==> config.mk <==
export PLATFORM = sky130hd
export DESIGN_NAME = afc_window_loop
export DESIGN_NICKNAME = d
export VERILOG_FILES = /design/src/rtl/afc_window_loop.sv
export SDC_FILE = /design/constraint.sdc
export NUM_CORES = 1
export LEC_CHECK = 0
export ABC_AREA = 1
export BUFFER_PORTS_ARGS = -buffer_cell sky130_fd_sc_hd__buf_2
export CORE_MARGIN = 2
export CORE_UTILIZATION = 60
export DETAILED_ROUTE_END_ITERATION = 8
export PLACE_DENSITY_LB_ADDON = 0.1
export SETUP_SLACK_MARGIN = 0.05
export SLEW_MARGIN = 30
export SYNTH_ARGS = -nofsm -noshare
export SYNTH_HDL_FRONTEND = slang
export SYNTH_SLANG_ARGS = --single-unit
==> constraint.sdc <==
create_clock -name clk -period 12.5 [get_ports clk]
set_clock_uncertainty 0.15 [all_clocks]
set_input_delay 0 -clock clk [delete_from_list [all_inputs] [get_ports clk]]
set_output_delay 0 -clock clk [all_outputs]
set_load 0.01 [all_outputs]
==> src/rtl/afc_window_loop.sv <==
module afc_window_loop #(
  parameter int DISC_W = 17,
  parameter int WIN_W  = 8,
  parameter int SH_W   = 4,
  parameter int ACC_W  = 24
) (
  input  logic                     clk,
  input  logic                     rst_n,
  input  logic [DISC_W-1:0]        err_in,
  input  logic                     err_vld,
  input  logic [SH_W-1:0]          scale_code,
  input  logic                     hold_acc,
  input  logic                     rx_en,
  input  logic [SH_W-1:0]          k1_shift,
  input  logic [SH_W-1:0]          k2_shift,
  output logic signed [ACC_W-1:0]  corr_out,
  output logic                     code_err
);
  localparam int MAX_CODE = DISC_W - WIN_W;
  localparam int SUM_W    = ACC_W + 1;
  localparam logic signed [ACC_W-1:0] POS_LIM = {1'b0, {(ACC_W-1){1'b1}}};
  localparam logic signed [ACC_W-1:0] NEG_LIM = {1'b1, {(ACC_W-1){1'b0}}};

  logic signed [WIN_W-1:0] win;
  logic signed [ACC_W-1:0] acc, acc_nxt, out_nxt;
  logic signed [SUM_W-1:0] win_ext, k1_term, k2_term;
  logic                    rx_en_q;

  function automatic logic signed [ACC_W-1:0] clamp(input logic signed [SUM_W-1:0] s);
    if (s[SUM_W-1] != s[SUM_W-2]) return s[SUM_W-1] ? NEG_LIM : POS_LIM;
    return s[ACC_W-1:0];
  endfunction

  always_comb begin
    win = '0;
    for (int i = 0; i <= MAX_CODE; i++)
      if (scale_code == SH_W'(i)) win = err_in[i +: WIN_W];
  end

  assign code_err = (scale_code > SH_W'(MAX_CODE));
  assign win_ext  = SUM_W'(win);
  assign k1_term  = win_ext <<< k1_shift;
  assign k2_term  = win_ext <<< k2_shift;
  assign acc_nxt  = clamp({acc[ACC_W-1], acc} + k2_term);
  assign out_nxt  = clamp({acc_nxt[ACC_W-1], acc_nxt} + k1_term);

  wire rx_fall = rx_en_q & ~rx_en;
  wire take    = rx_en & err_vld;

  always_ff @(posedge clk or negedge rst_n) begin
    if (!rst_n) begin
      rx_en_q  <= 1'b0;
      acc      <= '0;
      corr_out <= '0;
    end else begin
      rx_en_q <= rx_en;
      if (rx_fall && !hold_acc) begin
        acc      <= '0;
        corr_out <= '0;
      end else if (take) begin
        acc      <= acc_nxt;
        corr_out <= out_nxt;
      end
    end
  end
endmodule

# Word-level counts from Yosys, hierarchy flattened
# Cells that the tools add are included.
# word_totals
inputBits	34
reg_bits	49
n_memories	0
romBits	0
ramBits	0
latch_bits	0
# classes
n_lt_le_gt_ge	1
shift	2
bitwise	3
n_reduce_logical	4
div_mod_pow	0
n_eq_ne	11
n_addsub	2
n_mux	22
mul	0
# op_table
cell	n
$mux 24	10
$mux 8	10
$add 25x25->25	2
$sshl 8x4->25	2
$eq 4x3->1 const B	4
$eq 4x2->1 const B	2
$eq 4x4->1 const B	2
$eq 4x1->1 const B	1
$gt 4x4->1 const B	1
$logic_not 4->1	1
$and 1x1->1	2
$mux 1	2
$ne 1x1->1	2
$reduce_bool 2->1	1
$logic_and 1x1->1	1
$logic_not 1->1	1
$not 1->1	1

# Depth between registers and ports, before layout
# depth
depth_word	22
ltp_mapped	54

# Least setup slack after synthesis
# No wires, ideal clock.
# synth_path
kind	input-to-reg
start	input port scale_code[1]
end	register corr_out[15]
stages	47
arrival_time_ns	5.848
slack_ns	6.387
path_cell_list	inv_1 nor2_2 nand2_1 buf_6 or2_0 nand2_1 nand4_1 nand2_1 nand3_2 nand2_1 inv_1 nand2_1 o21ai_0 o21ai_0 o21ai_0 o21ai_0 inv_1 ha_1 (+11 left out) nand3_1 nor2_1 nor2_1 o21a_1 o21ai_1 a21boi_1 o21ai_1 a21boi_1 o21ai_1 a21oi_1 o21ai_1 xor2_1 nand3_2 nand2_2 inv_4 buf_8 nand2_2 nand2_2
# synth_between
elab_chain_cells	22
word_cells_on_any_way	36
cone_classes	add/sub (2); eq/ne (11); shift (2); mux (20); reduce/logical (1)
# synth_lines
item	line	rtl
from (decl)	11	input logic [SH_W-1:0] scale_code,
$logic_not 4->1	37	if (scale_code == SH_W'(i)) win = err_in[i +: WIN_W];
$mux 8 (9 in series)	37	
$mux 8 (*)	37	
$sshl 8x4->25	43	assign k2_term = win_ext <<< k2_shift;
$add 25x25->25	44	assign acc_nxt = clamp({acc[ACC_W-1], acc} + k2_term);
$mux 24 / $ne 1x1->1 (equally long branches)	30	if (s[SUM_W-1] != s[SUM_W-2]) return s[SUM_W-1] ? NEG_LIM : POS_LIM;
$mux 24 / $mux 1 (equally long branches)	30	
$mux 24	31	return s[ACC_W-1:0];
$add 25x25->25 (*)	45	assign out_nxt = clamp({acc_nxt[ACC_W-1], acc_nxt} + k1_term);
$mux 24 / $ne 1x1->1 (equally long branches)	30	
$mux 24 / $mux 1 (equally long branches)	30	
$mux 24 (*)	31	
$mux 24 (*)	60	end else if (take) begin
$mux 24 (*)	57	if (rx_fall && !hold_acc) begin
to (signal assigned)	62	corr_out <= out_nxt;
to (decl)	16	output logic signed [ACC_W-1:0] corr_out,
# Mark *: on every way between the ends. The rest lies on a longest branch, timed or not. The select of a mux whose other input is x is not followed.
# A chain may end at the register's enable or synchronous reset.

# Worst setup path in the final report
# layout_path
start	input port scale_code[0]
end	register corr_out[5]
# The elaborated chain is that of the path after synthesis.

==> impl.org <==
** Status
- Run status :: finished clean

** Detailed routing
- Detailed Route Iter0 Violations :: 499
- Wires add up to 17.05 mm.
- For this run, design rule violations remaining after detail routing come to 0.
- In the final routed layout, each cell accounts on average for 14.56 um.
- Mean number of vias per cell :: 5.556
- Number of vias after detailed routing :: 6,506
- The pre-antenna-repair detailed-routing pass consisted of 7 iterations.
- Residual antenna-violating net count after detailed routing :: 0

** Floorplan
- After floorplanning, the core was sized to cover 10,280 um^2.
- Initial core utilization :: 61.26%
- Die width :: 106.4 um
- Height of the chip :: 106.4 um
- The initialized floorplan defines 37 standard-cell rows.
- IO Pins :: 59
- The floorplan step defined a die boundary enclosing 11,330 um^2.

** Placed design
- Half-perimeter wire length after detailed placement :: 13.77 mm
- PortBufs :: 58
- Routability-driven placement finished with a final weighted congestion of 0.9608.

** CTS
- Clock-pin slew was measured on the worst setup and hold paths at 0.09 ns.
- Clock sink count :: 49
- At the later pin of the worst-skew pair, clock insertion delay measures 0.31 ns.
- The clock passes through at most 2 buffers.
- # Post-CTS Setup Buffers :: 0
- H-tree lvl count :: 2
- Inserted Clock Buffers :: 5
- CTS placed an instance of sky130_fd_sc_hd__clkbuf_8 at the clock tree root.
- Clock tree from TritonCTS :: yes

** Layout
- For this run, the post-layout net count is 1,118.
- 0 antenna diodes ended up in the layout.
- End-of-flow core utilization :: 65.69%
- The layout has 992 filler cells.
- The post-route netlist has 12.56% of its cells at a drive strength greater than 1.
- The area growth from synthesis to layout is 7.234%.

** Logic synthesis
- Number of warning messages in the yosys log :: 0
- Netlist cell types :: 51
- The most used flip-flop cell after synthesis is sky130_fd_sc_hd__dfrtp_1.
- Most repeated cell in the gate-level netlist after synthesis :: sky130_fd_sc_hd__nand2_1
- Dominant cell type by area after synthesis :: sky130_fd_sc_hd__dfrtp_1
- Sorting the synthesized cells by area gives the leading types as sky130_fd_sc_hd__dfrtp_1, sky130_fd_sc_hd__nand2_1, sky130_fd_sc_hd__ha_1.
- Area fraction of the dominant cell type after synthesis :: 19.48%
- The mapped netlist covers 6296 um^2.
- Counting flops and latches in the post-synthesis netlist gives 49.
- Gate Count Post-Synth :: 996
- The number of nets handed over by synthesis was 1,080.
- For this run, the register share of the synthesized area comes to 19.48%.
- A synthesized cell averages 6.321 um^2.
- After synthesis, the most frequently instantiated cells are sky130_fd_sc_hd__nand2_1, sky130_fd_sc_hd__inv_1, sky130_fd_sc_hd__o21ai_0.
- Number of enable-type register cells in the synthesized netlist :: 0
- Counting flops with an async set or reset pin after synthesis yields a share of 100.0%.

** STA
- For the final routed database, the setup TNS stands at 0 ns.
- The worst pin sits at a relative slew slack of 45.84%.
- FMAX :: 129.1 MHz
- Pin slew with the least headroom to its limit :: 0.7920 ns
- Counting I/O delays and the setup requirement, the final critical path takes 7.743 ns.
- Final setup fails :: 0
- The number of max-slew violations in the final report is 0.
- Setup repair after global routing left no endpoint under its margin.
- The tightest hold path in the finished design has a slack of 0.1176 ns.
- Hold Fails Final Rpt :: 0
- Crit share post-route :: 61.94%

** Worst setup path
- Counting stages on the worst path, the most repeated cell is sky130_fd_sc_hd__nand2_1.
- Depth of the most critical reg-to-reg path :: 33
- CP Data Required Time :: 12.55 ns
- Crit path buffers/inverters :: 8
- STA classifies the critical path startpoint as an input port.
- Counting buffers and inverters, the worst setup path is 49 cells deep.
- The slowest stage of the critical path belongs to the cell sky130_fd_sc_hd__nor2_1.
- For this run, the slowest stage of the critical path takes 0.48 ns.
- Data arrival time of the critical path :: 7.80 ns
- Setup Crit Path Kind :: in2reg
- Cell family with most CP delay :: simple AND/OR/NAND/NOR gates
- Endpoint kind of the worst setup timing path :: flip-flop
- In this run the worst path has a maximum fanout of 23.

** Global route
- Wire length of the first global-routing pass :: 28.72 mm
- For this run the aggregate overflow at the end of global routing stands at 0.
- Entering global routing, the biggest net connects 50 pins.
- The number of global-route vias before repair came to 6,128.
- The initial antenna violation count is 0.
- Total GRT Usage :: 31.30%

** Pwr
- For this design the ratio of total power to cell area is 318.8 nW/um^2.
- Peak supply drop :: 445.5 uV
- Leakage power :: 3.547 nW

** Min path
- Path class of the lowest-slack min-delay path :: in2async

** Job
- Across the run, the number of max-cap violations was 0.
## logic make-up after synthesis
| family | after synthesis | synth area share (%) |
|---|---|---|
| multiplexers | 1 | 0.1590 |
| XOR/XNOR | 43 | 6.280 |
| buffers and inverters | 147 | 9.579 |
| adder cells (fa/ha/maj) | 50 | 10.17 |
| AND/OR/NAND/NOR | 501 | 35.91 |
| flip-flops | 49 | 19.48 |
| AO/OA/AOI/OAI | 205 | 18.42 |
## timing repair
action,4_1_cts,5_1_grt
hold endpoints to repair,51,0
resized for setup,0,0
hold buffers,3,0
## cell usage in the layout, fill, tap and decap left out, types with 25 or more instances in the layout
cell	count
sky130_fd_sc_hd__buf_2	57
sky130_fd_sc_hd__xor2_1	25
sky130_fd_sc_hd__nand2_1	279
sky130_fd_sc_hd__ha_1	48
sky130_fd_sc_hd__dfrtp_1	49
sky130_fd_sc_hd__o21ai_0	90
sky130_fd_sc_hd__a21oi_1	67
sky130_fd_sc_hd__nand3_1	87
sky130_fd_sc_hd__nor2_1	57
sky130_fd_sc_hd__inv_1	104
## metal layers
layer / GRT usage, % / part of all wire, %
met1: 42.28 / 46
met2: 50.60 / 45
met3: 4.966 / 5.6
met4: 11.50 / 3.2
met5: 0 / 0
## path summary, 6_finish.rpt
kind	start	end	slack, ns
worst min-delay path	rst_n	rx_en_q	0.12
worst max register to register	acc[2]	corr_out[5]	6.37
max in group asynchronous	rst_n	acc[10]	11.67
worst max-delay path	scale_code[0]	corr_out[5]	4.76
min in group clk	err_vld	acc[21]	0.18
worst min register to register	corr_out[7]	corr_out[7]	0.34
## report_power, final
part           switching [W]  leakage (nW)  total, W  internal [W]
clock              0.0000603        0.0574  0.000126     0.0000652
sequential         0.0000401         0.623  0.000271      0.000231
combinational        0.00114          2.87   0.00176      0.000615
## area by class of cell
| class | instances | area, um^2 | area share, % |
|---|---|---|---|
| Tap cell | 136 | 170.2 | 2.520 |
| Multi-Input combinational cell | 800 | 4467 | 66.16 |
| Inverter | 116 | 437.9 | 6.486 |
| Clock inverter | 2 | 37.54 | 0.5560 |
| Sequential cell | 49 | 1226 | 18.16 |
| Clock buffer | 6 | 82.58 | 1.223 |
| Timing Repair Buffer | 62 | 330.3 | 4.893 |
## flip-flops by register name, indices dropped and copies added, names as in the netlist
name,flops
acc,24
corr_out,24
rx_en_q,1
## metrics by stage
stage                     setup WS [ns]  power [W]  std cells  cell area (um^2)
after floorplan                   6.387   0.001637        996              6296
after CTS                         4.882   0.002137       1171              6751
final                             4.757   0.002152       1171              6751
after global routing              3.861   0.002389       1171              6751
after global placement            4.684   0.001997       1160              6599
after detailed placement          4.558   0.002004       1160              6601
(Power assumes the default switching activity.)
